## config.mk

```make
export PLATFORM = sky130hd
export DESIGN_NAME = dalut_init
export DESIGN_NICKNAME = d
export VERILOG_FILES = /design/src/rtl/dalut_pkg.sv /design/src/rtl/dalut_ctrl.sv /design/src/rtl/dalut_datapath.sv /design/src/rtl/dalut_init.sv
export SDC_FILE = /design/constraint.sdc
export NUM_CORES = 1
export LEC_CHECK = 0
export CAP_MARGIN = 20
export CORE_MARGIN = 10
export CORE_UTILIZATION = 40
export CTS_CLUSTER_DIAMETER = 200
export DETAILED_ROUTE_END_ITERATION = 6
export PLACE_DENSITY_LB_ADDON = 0.25
export SLEW_MARGIN = 25
export SYNTH_ARGS = -nofsm -noshare
export SYNTH_HDL_FRONTEND = slang
export SYNTH_SLANG_ARGS = --single-unit
```

## constraint.sdc

```tcl
create_clock -name clk -period 7.4 [get_ports clk]
set_clock_uncertainty 0.2 [all_clocks]
set_input_delay 1.48 -clock clk [delete_from_list [all_inputs] [get_ports clk]]
set_output_delay 1.48 -clock clk [all_outputs]
set_load 0.1 [all_outputs]
```

## src/rtl/dalut_pkg.sv

```systemverilog
`timescale 1ns/1ps
package dalut_pkg;

  localparam int IDX_W = 8;

  typedef enum logic [1:0] {
    ST_IDLE,
    ST_FILL,
    ST_DONE
  } dalut_state_t;

  // Strobes from control to datapath for one clock
  typedef struct packed {
    logic             clr;     // accumulator back to zero
    logic             step;    // add or subtract one coefficient
    logic             add;     // 1: add, 0: subtract
    logic [IDX_W-1:0] bitIdx;  // tap position within the group
  } dalut_strobe_t;

endpackage

```

## src/rtl/dalut_ctrl.sv

```systemverilog
`timescale 1ns/1ps
module dalut_ctrl
  import dalut_pkg::*;
#(
  parameter int TAPS     = 4,
  parameter int NUM_LUTS = 3,
  localparam int SEL_W   = (NUM_LUTS > 1) ? $clog2(NUM_LUTS) : 1
) (
  input  logic             clk,
  input  logic             rstN,
  input  logic             coefsLoaded,
  output dalut_strobe_t    strobes,
  output logic [SEL_W-1:0] lutSel,
  output logic             ramWe,
  output logic [TAPS-1:0]  ramAddr,
  output logic             ready
);

  dalut_state_t     state;
  logic [TAPS-1:0]  cnt;
  logic [SEL_W-1:0] lut;
  logic [TAPS-1:0]  nextCnt;
  logic [TAPS-1:0]  curGray;
  logic [TAPS-1:0]  nextGray;
  logic [TAPS-1:0]  flip;
  logic             lastAddr;
  logic             lastLut;

  always_comb begin
    nextCnt  = cnt + TAPS'(1);
    curGray  = cnt ^ (cnt >> 1);
    nextGray = nextCnt ^ (nextCnt >> 1);
    flip     = curGray ^ nextGray;
    lastAddr = &cnt;
    lastLut  = (lut == SEL_W'(NUM_LUTS - 1));
  end

  // One strobe set per cycle; the Gray step flips exactly one tap bit
  always_comb begin
    strobes = '0;
    if (state == ST_FILL) begin
      if (lastAddr) begin
        strobes.clr = 1'b1;
      end else begin
        strobes.step = 1'b1;
        strobes.add  = |(flip & nextGray);
        for (int i = 0; i < TAPS; i++) begin
          if (flip[i]) strobes.bitIdx = IDX_W'(i);
        end
      end
    end else if (state == ST_IDLE) begin
      strobes.clr = 1'b1;
    end
  end

  always_ff @(posedge clk or negedge rstN) begin
    if (!rstN) begin
      state <= ST_IDLE;
      cnt   <= '0;
      lut   <= '0;
    end else begin
      case (state)
        ST_IDLE: begin
          if (coefsLoaded) begin
            state <= ST_FILL;
            cnt   <= '0;
            lut   <= '0;
          end
        end
        ST_FILL: begin
          cnt <= nextCnt;
          if (lastAddr) begin
            if (lastLut) state <= ST_DONE;
            else         lut   <= lut + SEL_W'(1);
          end
        end
        default: ;
      endcase
    end
  end

  assign lutSel  = lut;
  assign ramWe   = (state == ST_FILL);
  assign ramAddr = curGray;
  assign ready   = (state == ST_DONE);


  ready_sticky_chk: assert property (@(posedge clk) disable iff (!rstN)
    ready |=> ready);


  ready_we_excl_chk: assert property (@(posedge clk) disable iff (!rstN)
    !(ready && ramWe));


  start_on_loaded_chk: assert property (@(posedge clk) disable iff (!rstN)
    $rose(ramWe) |-> $past(coefsLoaded));


  first_write_chk: assert property (@(posedge clk) disable iff (!rstN)
    $rose(ramWe) |-> (ramAddr == '0 && lutSel == '0));


  gray_step_chk: assert property (@(posedge clk) disable iff (!rstN)
    (ramWe && $past(ramWe) && lutSel == $past(lutSel))
      |-> $countones(ramAddr ^ $past(ramAddr)) == 1);


  sel_range_chk: assert property (@(posedge clk) disable iff (!rstN)
    ramWe |-> lutSel <= SEL_W'(NUM_LUTS - 1));

endmodule

```

## src/rtl/dalut_datapath.sv

```systemverilog
`timescale 1ns/1ps
module dalut_datapath
  import dalut_pkg::*;
#(
  parameter int COEF_W   = 12,
  parameter int TAPS     = 4,
  parameter int NUM_LUTS = 3,
  localparam int GUARD_W  = (TAPS > 1) ? $clog2(TAPS) : 0,
  localparam int WORD_W   = COEF_W + GUARD_W,
  localparam int NUM_COEF = NUM_LUTS * TAPS,
  localparam int CI_W     = (NUM_COEF > 1) ? $clog2(NUM_COEF) : 1,
  localparam int SEL_W    = (NUM_LUTS > 1) ? $clog2(NUM_LUTS) : 1
) (
  input  logic                       clk,
  input  logic                       rstN,
  input  dalut_strobe_t              strobes,
  input  logic [SEL_W-1:0]           lutSel,
  input  logic [NUM_COEF*COEF_W-1:0] coefsIn,
  output logic [WORD_W-1:0]          accOut
);

  logic signed [WORD_W-1:0] coefArr [NUM_COEF];
  logic signed [WORD_W-1:0] acc;
  logic signed [WORD_W-1:0] operand;
  logic        [CI_W-1:0]   coefIdx;

  // Unpack and sign-extend each coefficient to the table word width
  for (genvar g = 0; g < NUM_COEF; g++) begin : g_unpack
    assign coefArr[g] = WORD_W'($signed(coefsIn[g*COEF_W +: COEF_W]));
  end

  assign coefIdx = CI_W'(lutSel) * CI_W'(TAPS) + CI_W'(strobes.bitIdx);
  assign operand = coefArr[coefIdx];

  always_ff @(posedge clk or negedge rstN) begin
    if (!rstN) begin
      acc <= '0;
    end else if (strobes.clr) begin
      acc <= '0;
    end else if (strobes.step) begin
      acc <= strobes.add ? acc + operand : acc - operand;
    end
  end

  assign accOut = acc;

endmodule

```

## src/rtl/dalut_init.sv

```systemverilog
`timescale 1ns/1ps
module dalut_init
  import dalut_pkg::*;
#(
  parameter int COEF_W   = 12,
  parameter int TAPS     = 4,
  parameter int NUM_LUTS = 3,
  localparam int GUARD_W = (TAPS > 1) ? $clog2(TAPS) : 0,
  localparam int WORD_W  = COEF_W + GUARD_W,
  localparam int SEL_W   = (NUM_LUTS > 1) ? $clog2(NUM_LUTS) : 1
) (
  input  logic                                clk,
  input  logic                                rstN,
  input  logic                                coefsLoaded,
  input  logic [NUM_LUTS*TAPS*COEF_W-1:0]     coefsIn,
  output logic                                ramWe,
  output logic [SEL_W-1:0]                    ramSel,
  output logic [TAPS-1:0]                     ramAddr,
  output logic [WORD_W-1:0]                   ramData,
  output logic                                ready
);

  localparam int TOTAL = NUM_LUTS * (1 << TAPS);
  localparam int CNT_W = $clog2(TOTAL + 1);

  dalut_strobe_t    strobes;
  logic [SEL_W-1:0] lutSel;

  dalut_ctrl #(
    .TAPS     (TAPS),
    .NUM_LUTS (NUM_LUTS)
  ) u_ctrl (
    .clk         (clk),
    .rstN        (rstN),
    .coefsLoaded (coefsLoaded),
    .strobes     (strobes),
    .lutSel      (lutSel),
    .ramWe       (ramWe),
    .ramAddr     (ramAddr),
    .ready       (ready)
  );

  dalut_datapath #(
    .COEF_W   (COEF_W),
    .TAPS     (TAPS),
    .NUM_LUTS (NUM_LUTS)
  ) u_datapath (
    .clk     (clk),
    .rstN    (rstN),
    .strobes (strobes),
    .lutSel  (lutSel),
    .coefsIn (coefsIn),
    .accOut  (ramData)
  );

  assign ramSel = lutSel;

  // Write tally for the completion check
  logic [CNT_W-1:0] writeCount;
  always_ff @(posedge clk or negedge rstN) begin
    if (!rstN)      writeCount <= '0;
    else if (ramWe) writeCount <= writeCount + CNT_W'(1);
  end


  zero_word_chk: assert property (@(posedge clk) disable iff (!rstN)
    (ramWe && ramAddr == '0) |-> ramData == '0);


  write_total_chk: assert property (@(posedge clk) disable iff (!rstN)
    $rose(ready) |-> writeCount == CNT_W'(TOTAL));

endmodule

```

-- After elaboration in Yosys (flattened, before gate mapping)
Index checks and enable logic that the tools add are counted.
- equal/unequal tests: 7
- $lt $le $gt $ge: 1
- mux-type cells: 24
- reduce and logical (&&, ||, !) cells: 8
- bitwise operators: 5
- add/sub/neg operators: 5
- operator list (operator ; number):
    $mux W14 ; 5
    $bmux W14 S4 ; 1
    $mux W10 ; 2
    $add A14 B14 Y14 ; 1
    $mux W2 ; 7
    $sub A14 B14 Y14 ; 1
    $reduce_and A4 Y1 ; 3
    $mux W8 ; 1
    $pmux W2 S2 ; 2
    $pmux W4 S2 ; 1
    $xor A4 B3 Y4 ; 2
    $ge A5 B5 Y1 const B ; 1
    $not A4 Y5 ; 1
    $add A4 B1 Y4 const B ; 1
    $add A4 B4 Y4 ; 1
    $and A4 B4 Y4 ; 1
    $eq A2 B2 Y1 const B ; 2
    $mux W1 ; 4
    $mux W4 ; 1
    $ne A2 B1 Y1 const B ; 2
    $ne A2 B2 Y1 const B ; 2
    $reduce_bool A2 Y1 ; 2
    $reduce_or A4 Y1 ; 1
    $xor A4 B4 Y4 ; 1
    4 further kinds ; 4
- input port bits: 147
- register bits after elaboration: 22
- output and inout bits: 22
- logic and storage cells: 54

-- Logic depth before layout (Yosys ltp)
- depth after elaboration: 17
- gate-level depth with buffers: 25
- gate-level depth less buffers: 23

-- Hierarchy
Synthesis repeated with hierarchy kept, for this count alone.
- cell total of the unflattened synthesis: 361
- area total of the unflattened synthesis: 3364.5 µm²
- by module, submodules not included (module ; instances ; sequential area each (µm²) ; area each (µm²) ; cells an instance):
    dalut_datapath ; 1 ; 350.3 ; 2731.4 ; 291
    dalut_ctrl ; 1 ; 200.2 ; 633.1 ; 70

-- Worst setup path before layout
No wires, ideal clock.
- path kind: register to register
- start point: register u_ctrl.cnt[3]
- end point: register u_datapath.acc[13] (netlist: u_datapath.accOut[13])
- arrival time: 5.768 ns
- buffers on the path: 2
- setup slack: 1.307 ns
- library setup time: 0.125 ns
- required time: 7.075 ns
- stages on the path, launching flop included: 23
- period minus slack after synthesis: 6.093 ns
- cells stage by stage: dfrtp_1 -> ha_1 -> inv_1 -> ha_1 -> buf_2 -> inv_1 -> clkbuf_1 -> a221oi_1 -> o32ai_1 -> a222oi_1 -> ha_1 -> nor2_1 -> xor2_1 -> ha_1 -> and3_1 -> a2111o_1 -> o2bb2ai_1 -> o41ai_1 -> o21a_1 -> and2_1 -> nand4_1 -> and4_1 -> a211o_1
- elaborated cells between the ends (all ways): 24
- those cells by class: add/sub: 4; mux: 12; bitwise: 5; reduce/logical: 3
- RTL lines (what ; RTL line ; RTL):
    from (decl) ; dalut_ctrl.sv:20 ; logic [TAPS-1:0] cnt;
    from (signal assigned) ; dalut_ctrl.sv:71 ; cnt <= nextCnt;
    $xor A4 B3 Y4 (*) ; dalut_ctrl.sv:31 ; curGray = cnt ^ (cnt >> 1);
    net ramAddr[2] ; dalut_init.sv:18 ; output logic [TAPS-1:0] ramAddr,
    $xor A4 B4 Y4 (*) ; dalut_ctrl.sv:33 ; flip = curGray ^ nextGray;
    $mux W2 ; dalut_ctrl.sv:48 ; if (flip[i]) strobes.bitIdx = IDX_W'(i);
    $mux W8 ; dalut_ctrl.sv:48 ;
    $mux W10 (*) ; dalut_ctrl.sv:42 ; if (lastAddr) begin
    $mux W10 (*) ; dalut_ctrl.sv:41 ; if (state == ST_FILL) begin
    $add A4 B4 Y4 ; dalut_datapath.sv:32 ; assign coefIdx = CI_W'(lutSel) * CI_W'(TAPS) + CI_W'(strobes.bitIdx);
    $not A4 Y5 (not written as such) ; dalut_datapath.sv:33 ; assign operand = coefArr[coefIdx];
    $bmux W14 S4 ; dalut_datapath.sv:33 ;
    $mux W14 (not written as such) (2 in series) ; dalut_datapath.sv:33 ;
    $sub A14 B14 Y14 or $add A14 B14 Y14 (tied branches) ; dalut_datapath.sv:41 ; acc <= strobes.add ? acc + operand : acc - operand;
    $mux W14 (*) ; dalut_datapath.sv:41 ;
    $mux W14 (*) ; dalut_datapath.sv:40 ; end else if (strobes.step) begin
    $mux W14 (*) ; dalut_datapath.sv:38 ; end else if (strobes.clr) begin
    to (signal assigned) ; dalut_datapath.sv:41 ;
    to (decl) ; dalut_datapath.sv:23 ; logic signed [WORD_W-1:0] acc;
Mark *: on every way through the listed nets, which the timed path passes. The rest lies on a longest branch. The select of a mux whose other input is x is not followed.
A chain may end at the register's enable or synchronous reset.

-- Worst setup path after layout
- start point: register u_ctrl.cnt[2]
- end point: register u_datapath.acc[13] (netlist: u_datapath.accOut[13])
- word-level cells in the longest chain between the ends: 17
- elaborated cells between the ends (all ways): 25
- those cells by class: add/sub: 4; mux: 13; bitwise: 5; reduce/logical: 3
- RTL lines (what ; RTL line ; RTL):
    $add A4 B1 Y4 ; dalut_ctrl.sv:30 ; nextCnt = cnt + TAPS'(1);
    $xor A4 B3 Y4 ; dalut_ctrl.sv:32 ; nextGray = nextCnt ^ (nextCnt >> 1);
    $xor A4 B4 Y4 ; dalut_ctrl.sv:33 ;
    $mux W1 ; dalut_ctrl.sv:48 ;
    $mux W2 ; dalut_ctrl.sv:48 ;
    $mux W8 ; dalut_ctrl.sv:48 ;
    $mux W10 ; dalut_ctrl.sv:42 ;
    $mux W10 ; dalut_ctrl.sv:41 ;
    $add A4 B4 Y4 ; dalut_datapath.sv:32 ;
    $not A4 Y5 (not written as such) ; dalut_datapath.sv:33 ;
    $bmux W14 S4 ; dalut_datapath.sv:33 ;
    $mux W14 (not written as such) (2 in series) ; dalut_datapath.sv:33 ;
    $sub A14 B14 Y14 or $add A14 B14 Y14 (tied branches) ; dalut_datapath.sv:41 ;
    $mux W14 ; dalut_datapath.sv:41 ;
    $mux W14 ; dalut_datapath.sv:40 ;
    $mux W14 ; dalut_datapath.sv:38 ;
Several ways; a longest one is shown, not always the timed one. The select of a mux whose other input is x is not followed.

==> results.cfg <==
[status]
status = finished clean

[timing]
slew_violations = 0
tightest_slew_ns = 1.00
rsz0062_at_grt = false
finalHoldViolations = 0
fmax_ghz = 0.146
setup_viol = 0
setup_tns_ns = 0
slew_headroom_pct = 32.9
post-route-min-period_ns = 6.84
period_share_pct = 92.4

[min_path]
whs_path_depth = 2
worstHoldPathType = flop to flop

[final_layout]
drive_gt1_share_pct = 4.90
fillers = 667
insertedDiodeCount = 0
fin_cells = 673
nets = 745
syn_to_final_growth_pct = 57.4

[floorplan]
initial_core_util_pct = 41.0
die_h_um = 109
pin_count = 169
coreArea_um2 = 7690
die_x_um = 109
row_count = 32
die-area_um2 = 11800

[clock_network]
cts-htree-levels = 1
cts_tree = built
clkTransAtPathRegs_ns = 0.08
clockRootBuffer = clkbuf_8
clock_sinks = 22
clock_path_buffers = 2
postCtsHoldBufs = 0
insertion_delay_ns = 0.27
cts_buffers = 3

[detailed_routing]
wl_met1_mm = 5.14
first_pass_iters = 5
dr.first_iter.drc_count = 318
wl_met2_mm = 7.00
highest_layer = met4
wl_per_cell_um = 20.9
remaining_drc_errors = 0
antenna_left = 0
totalWireLength_mm = 14.1
vias_per_cell = 6.08
num_vias = 4090
wl_met3_mm = 1.57

[setup_path]
r2r-start = u_ctrl.cnt[2]
cp.required_ns = 7.36
crit_chain = ha_1, and2_1, ha_1, xor2_1, ha_1, buf_4, inv_1, a221oi_1, o32ai_1, a221oi_2, ha_1, nor2_1, xor2_1, ha_1, and3_1, a2111o_1, o2bb2ai_1, o41ai_1, o21a_1, and2_1, nand4_1, and4_1, a211o_1
cp.depth = 23
r2r_end = u_datapath.accOut[13]
cpMostUsedCell = ha_1
worstSetupStartpointType = flop
worst_path_dominant_cell_family = compound AO/OA/AOI/OAI gates
cp-endpoint = u_datapath.accOut[13]
worst_path_largest_cell_delay_ns = 0.57
worstPathArrival_ns = 6.79
worst-path-buf-inv = 2
rr_worst_depth = 23
cp-startpoint = u_ctrl.cnt[2]
rrSetupSlack_ns = 0.56
cp_max_fo = 19
worst_path_max_delay_cell = ha_1
cp-end-kind = flop
path_class = flop to flop

[logic_synthesis]
yosys-top-cells-area = dfrtp_1, ha_1, o221ai_1
synth_top_area_share_pct = 17.5
synth_warnings = 0
async_flop_share_pct = 100
synth_top_area_cell = dfrtp_1
avgSynthCellArea_um2 = 7.54
synth.most_common_cell = nand2_1
synth_seq_area_share_pct = 17.5
synth_seq_cells = 22
dominantRegCellSynth = dfrtp_1
netlist-cell-type-count = 64
synthTopCellsByCount = nand2_1, nor2_1, o21ai_0, ha_1, o221ai_1
synth_edf_count = 0
synth.net_count = 591
syn_inst = 418
netlist_area_um2 = 3150

[place]
placedCellCount = 666
gp_routability_congestion = 0.929
portBuffers = 168
dp_hpwl_mm = 11.7

[global_routing]
grt-ovfl-total = 0
antenna_found_initial = 0
grt_pass1_wl_mm = 21.2
grt_max_degree = 27
grt_usage_pct = 22.4
grt_pass1_vias = 4049

[flow_run]
max-cap-violations = 0
## metrics by stage
stage	utilization, %	area [µm²]	setup slack (ns)	hold WS (ns)
final	64.6	4960	0.563	0.328
after global placement	63.6	4890	0.799	0.308
after CTS	64.3	4940	0.553	0.333
after detailed placement	63.6	4890	0.563	0.311
after global routing	64.6	4960	0.167	0.369
after floorplan	-	3150	1.31	0.302
## flip-flops by register name, summed over array words and instances, names as in the netlist
signal,flops
u_datapath.accOut,14
u_ctrl.cnt,4
u_ctrl.state,2
u_ctrl.lutSel,2
## layout make-up
type / instances / area [µm²] / share of cell area (%)
Clock buffer: 4 / 55.1 / 1.11
Inverter: 20 / 75.1 / 1.51
Multi-Input combinational cell: 346 / 2390 / 48.3
Sequential cell: 22 / 551 / 11.1
Tap cell: 102 / 128 / 2.57
Timing Repair Buffer: 179 / 1760 / 35.5
## worst register-to-register path: cells and delay by family, from the launching register on
kind                       cells  cell delay (ns)
AOI/OAI and AO/OA              8             2.51
xor gates and xnor gates       2             0.37
adders and majority gates      5             1.75
buffers and inverters          2             0.55
DFF                            1             0.45
and+or+nand+nor                6             0.87
## what timing repair did
item,CTS,global route
buffers inserted,0,3
resized for setup,0,0
setup endpoints to repair,0,1
## cell families (layout without fill, tap and decap cells)
kind of cell / after synthesis / in the layout / synth area share, %
AOI/OAI and AO/OA: 164 / 164 / 38.0
adders and majority gates: 26 / 26 / 10.6
xor gates and xnor gates: 24 / 24 / 6.91
and+or+nand+nor: 130 / 130 / 19.6
DFF: 22 / 22 / 17.5
buffers and inverters: 50 / 203 / 6.87
muxes: 2 / 2 / 0.675
## metal layers
metal	vias to the layer above	global-route usage (%)
li1	1907	-
met1	1899	24.8
met2	255	40.2
met3	29	7.14
met4	0	6.03
met5	-	0
## cell usage in the layout, fill, tap and decap left out, types with 15 or more instances in the layout
cell,n
a21oi_1,23
clkdlybuf4s50_1,167
dfrtp_1,22
ha_1,25
inv_1,19
nand2_1,53
nor2_1,27
o21ai_0,27
o221ai_1,25
xnor2_1,15
## how the worst min path moves through the flow
stage          slack, ns                  start                     to
2_1_floorplan       0.30          u_ctrl.cnt[0]          u_ctrl.cnt[0]
3_3_place_gp        0.31   u_datapath.accOut[6]   u_datapath.accOut[6]
3_5_place_dp        0.31  u_datapath.accOut[11]  u_datapath.accOut[11]
4_1_cts             0.33   u_datapath.accOut[6]   u_datapath.accOut[6]
5_1_grt             0.37   u_datapath.accOut[8]   u_datapath.accOut[8]
6_report            0.33   u_datapath.accOut[6]   u_datapath.accOut[6]
Power is not shown: default switching activity piles up to over one toggle a cycle in this logic, so the estimate is an artifact.
